==> config.mk <==
export PLATFORM = sky130hd
export DESIGN_NAME = rx_ring_writer
export DESIGN_NICKNAME = d
export VERILOG_FILES = /design/src/rtl/rx_ring_writer.sv
export SDC_FILE = /design/constraint.sdc
export NUM_CORES = 1
export LEC_CHECK = 0
export CORE_MARGIN = 10
export CORE_UTILIZATION = 35
export DETAILED_ROUTE_END_ITERATION = 8
export PLACE_DENSITY = 0.61
export SYNTH_ARGS = -nofsm -noshare
export SYNTH_HDL_FRONTEND = slang
export SYNTH_SLANG_ARGS = --single-unit
==> constraint.sdc <==
create_clock -name clk -period 11.87 [get_ports clk]
set_clock_uncertainty 0.05 [all_clocks]
set_input_delay 2.9675 -clock clk [delete_from_list [all_inputs] [get_ports clk]]
set_output_delay 2.9675 -clock clk [all_outputs]
set_load 0.02 [all_outputs]
==> src/rtl/rx_ring_writer.sv <==
module rx_ring_writer #(
  parameter int CNT_W = 16
) (
  input  logic             clk,
  input  logic             rst_n,
  input  logic [1:0]       mem_sel,
  input  logic [1:0]       tx_sel,
  input  logic             in_valid,
  input  logic             in_sof,
  input  logic             in_eof,
  input  logic [7:0]       in_data,
  input  logic [7:0]       in_status,
  input  logic [15:0]      rd_ptr,
  output logic             mem_we,
  output logic [15:0]      mem_addr,
  output logic [7:0]       mem_wdata,
  output logic             frame_done,
  output logic             overflow,
  output logic [CNT_W-1:0] frame_count,
  output logic [15:0]      wr_ptr
);

  typedef enum logic [1:0] {IDLE, RECV, HDR} state_t;

  function automatic logic [16:0] slot_size(input logic [16:0] n);
    return (n + 17'd11) & ~17'd7;
  endfunction

  state_t      st;
  logic [1:0]  hidx;
  logic [15:0] cp;
  logic [15:0] len;
  logic        drop;
  logic [7:0]  stat;

  wire [16:0] base = 17'd2048 << tx_sel;
  wire [16:0] top  = 17'd8192 << mem_sel;
  wire [16:0] span = top - base;
  wire [16:0] wp   = {1'b0, wr_ptr};
  wire [16:0] rd   = {1'b0, rd_ptr};
  wire [16:0] free = (rd > wp) ? rd - wp : span - (wp - rd);

  wire        start = (st == IDLE) && in_valid && in_sof;
  wire        take  = start || ((st == RECV) && in_valid);
  wire [16:0] pos   = start ? wp + 17'd4 : {1'b0, cp};
  wire [16:0] used  = start ? 17'd4 : 17'd4 + {1'b0, len};
  wire        fits  = !(st == RECV && drop) && (used < free);
  wire [15:0] nlen  = start ? 16'd1 : len + 16'd1;
  wire        fit_all = fits && (slot_size({1'b0, nlen}) < free);
  wire [16:0] pos_nx = (pos + 17'd1 == top) ? base : pos + 17'd1;
  wire [16:0] wsum  = wp + slot_size({1'b0, len});

  always_ff @(posedge clk) begin
    if (!rst_n) begin
      st          <= IDLE;
      hidx        <= 2'd0;
      cp          <= 16'(base);
      len         <= 16'd0;
      drop        <= 1'b0;
      stat        <= 8'd0;
      wr_ptr      <= 16'(base);
      mem_we      <= 1'b0;
      mem_addr    <= 16'd0;
      mem_wdata   <= 8'd0;
      frame_done  <= 1'b0;
      overflow    <= 1'b0;
      frame_count <= '0;
    end else begin
      mem_we     <= 1'b0;
      frame_done <= 1'b0;
      overflow   <= 1'b0;
      if (st == HDR) begin
        mem_we   <= 1'b1;
        mem_addr <= wr_ptr + {14'd0, hidx};
        case (hidx)
          2'd0:    mem_wdata <= stat;
          2'd1:    mem_wdata <= 8'd0;
          2'd2:    mem_wdata <= len[7:0];
          default: mem_wdata <= len[15:8];
        endcase
        hidx <= hidx + 2'd1;
        if (hidx == 2'd3) begin
          st          <= IDLE;
          wr_ptr      <= 16'((wsum >= top) ? wsum - span : wsum);
          frame_done  <= 1'b1;
          frame_count <= frame_count + CNT_W'(1);
        end
      end else if (take) begin
        len  <= nlen;
        cp   <= 16'(pos_nx);
        drop <= !fits;
        if (fits) begin
          mem_we    <= 1'b1;
          mem_addr  <= 16'(pos);
          mem_wdata <= in_data;
        end
        if (in_eof) begin
          if (fit_all) begin
            st   <= HDR;
            hidx <= 2'd0;
            stat <= in_status;
          end else begin
            st       <= IDLE;
            overflow <= 1'b1;
          end
        end else begin
          st <= RECV;
        end
      end
    end
  end

  a_r2_write_in_ring: assert property (@(posedge clk) disable iff (!rst_n)
    mem_we |-> ({1'b0, mem_addr} >= base && {1'b0, mem_addr} < top));
  a_r4_ptr_aligned: assert property (@(posedge clk) disable iff (!rst_n)
    wr_ptr[2:0] == 3'd0);
  a_r5_count_step: assert property (@(posedge clk) disable iff (!rst_n)
    frame_done |-> frame_count == $past(frame_count) + CNT_W'(1));
  a_r7_drop_holds_ptr: assert property (@(posedge clk) disable iff (!rst_n)
    overflow |-> ($stable(wr_ptr) && $stable(frame_count)));
  a_r7_done_or_drop: assert property (@(posedge clk) disable iff (!rst_n)
    !(overflow && frame_done));

endmodule

==> flow_summary.toml <==
[timing]
slew-limit-headroom_pct = 18.0
worst_slew_pin_slew_ps = 1230
setup_slack_ps = 2690
clock.fmax_mhz = 109
hold_viol = 0
period_needed_ps = 9180
fin_crit_sh_pct = 77.3
rsz0062_at_grt = "no"
drv_slew = 0
whs_ps = 417
setup_tns_ps = 0
setup_viol = 0

[synthesis]
synthArstFlopShare_pct = 0
syn-instance-count = 1318
syn_area_mm2 = 0.0104
ys.warnings.count = 0
synth_most_common_cell = "nor2_1"
yosys_register_bits = 104
synth.area.top_cells = "dfxtp_1 (14%), ha_1 (12%), edfxtp_1 (9.2%)"
synth.cells.most_frequent = "nor2_1 (141), nand2_1 (131), ha_1 (97)"
synth-edff-count = 32
netlist.top_cell.by_area = "dfxtp_1"
ys_types = 79
syn_nets = 1474
synth_ff_type = "dfxtp_1"
syn_avg_cell_area_um2 = 7.89
yosys.area.top_type_share_pct = 13.9
seq_area_frac_synth_pct = 23.1

[floorplan]
fp.dieH_um = 192
initial_utilization_pct = 35.3
core_mm2 = 0.0295
die-area_mm2 = 0.0370
io_pins = 100
fp.dieW_um = 192
row_count = 63

[hold_path]
hp-class = "flip-flop to flip-flop"
hold_path_depth = 2

[setup_path]
critPathKind = "input pin to flip-flop"
path_max_fanout = 43
startpoint_type = "input pin"
crit_path_end_kind = "flip-flop"
r2r_cells = 20
arrival_ps = 9430
crit_required_ps = 12120

[grt]
grt-ovfl-total = 0
grt_pass1_vias = 9309
grt_pass1_wl_um = 51500
antenna_found_initial = 0
grt_usage_pct = 17.4
grt_max_degree = 70

[detailed_routing]
wire_per_inst_um = 18.2
vias = 9655
drtPass1Iterations = 5
antenna_left = 0
routed_wl_um = 32100
drcViolationCount = 0
via_per_inst = 5.48
drt_iter0_markers = 709

[placement]
hpwl_um = 25100
post-place-ws_ps = 2370
gp_congestion = 0.918
portBuffers = 99
placed_area_mm2 = 0.0117

[finish]
layout-drive-gt1-share_pct = 3.64
fin_area_mm2 = 0.0120
nets = 1524
num_antenna_cells = 0
areaGrowthSynthToFinish_pct = 15.0

[pwr]
ir_drop_mv = 0.0658
p_leak_nw = 4.66
powerDensity_mw_per_mm2 = 110

[clocking]
holdBufCountCts = 0
cts_tree = "built"
clkLatencyLatePin_ps = 360
cts_resized = 0
root_buffer = "clkbuf_16"
clk_pin_slew_ps = 80
htree_num_levels = 3
cts_max_path_buffers = 2
postCtsSetupBuffers = 0
numCtsBuffers = 9
cts_sinks = 104

[run]
maxCapViolations = 0

[run_status]
outcome = "completed"
-- final timing paths --
path	startpoint	end	slack, ps
max reg2reg	wr_ptr[6]$_SDFFCE_PN0P_	stat[1]$_SDFFE_PN0P_	4770
min	stat[7]$_SDFFE_PN0P_	stat[7]$_SDFFE_PN0P_	420
min reg2reg	stat[7]$_SDFFE_PN0P_	stat[7]$_SDFFE_PN0P_	420
max	rd_ptr[1]	stat[1]$_SDFFE_PN0P_	2690
-- layout by cell type (no fill, tap or decap), drive strengths merged, types with 15 or more instances in the layout --
cell	Yosys	layout
nand3	49	49
o21a	26	26
inv	68	71
a21oi	92	92
mux2i	29	29
nor2	141	141
clkdlybuf4s50	0	98
a21o	15	15
ha	97	97
nand2b	19	19
edfxtp	32	32
fa	18	18
xor2	49	49
nand2	131	131
o21ai	71	71
nor3	25	25
nand4	29	29
a31oi	15	15
xnor2	85	85
dfxtp	72	72
-- logic make-up (layout without fill, tap and decap cells) --
logic type | Yosys count | in the layout | synth area share (%)
buf+inv | 140 | 195 | 5.43
flops | 104 | 104 | 23.1
mux | 32 | 32 | 3.12
xor+xnor | 135 | 135 | 11.5
simple gates | 484 | 484 | 22.7
fa+ha+maj | 116 | 116 | 15.2
compound gates | 307 | 307 | 18.9
-- stage by stage --
| step | util, % | power [mW] | instances |
|---|---|---|---|
| floorplan | - | 0.829 | 1318 |
| global placement | 39.5 | 0.999 | 1747 |
| detailed placement | 39.5 | 1.00 | 1747 |
| CTS | 40.5 | 1.32 | 1763 |
| global route | 40.5 | 1.40 | 1763 |
| finish | 40.5 | 1.31 | 1763 |
-- report_power, final --
part           internal, mW  switching [mW]  total, mW
Combinational         0.236           0.337      0.573
Clock                 0.154           0.153      0.307
Sequential            0.398          0.0310      0.429
Total                 0.788           0.521       1.31
-- worst max-delay path, cell delays in order --
cell	delay, ps
clkdlybuf4s50_1	460
ha_1	390
nand2_1	60
o21ai_0	400
a221oi_1	240
o21ba_2	270
a21oi_2	500
buf_4	330
nand2_1	60
o21ai_0	150
ha_1	320
a21o_1	160
a21o_1	160
a21oi_1	120
o21ai_0	160
a21o_1	230
maj3_1	430
a21oi_4	970
and4b_1	760
mux2i_1	260
-- flip-flops by register name, summed over array words and instances (netlist names), 8 cells and up --
| register | count |
|---|---|
| cp | 16 |
| frame_count | 16 |
| len | 16 |
| mem_addr | 16 |
| mem_wdata | 8 |
| stat | 8 |
| wr_ptr | 16 |
-- layout make-up --
type                    count  area, um^2
well taps                 390         488
inverters                  70         263
multi-input cells        1074        7440
clock buffers              10         239
flip-flops and latches    104        2400
repair buffers            109        1060
fillers                  3025       17500
clock inverters             6        62.6
-- per-layer routing --
layer	global-route usage (%)	vias up	wire (um)
met5	0	-	0
met4	4.17	0	625
met3	2.87	33	1600
met2	28.0	257	14600
met1	23.7	4578	15300
li1	-	4787	-
Power figures use the tool's default switching activity.
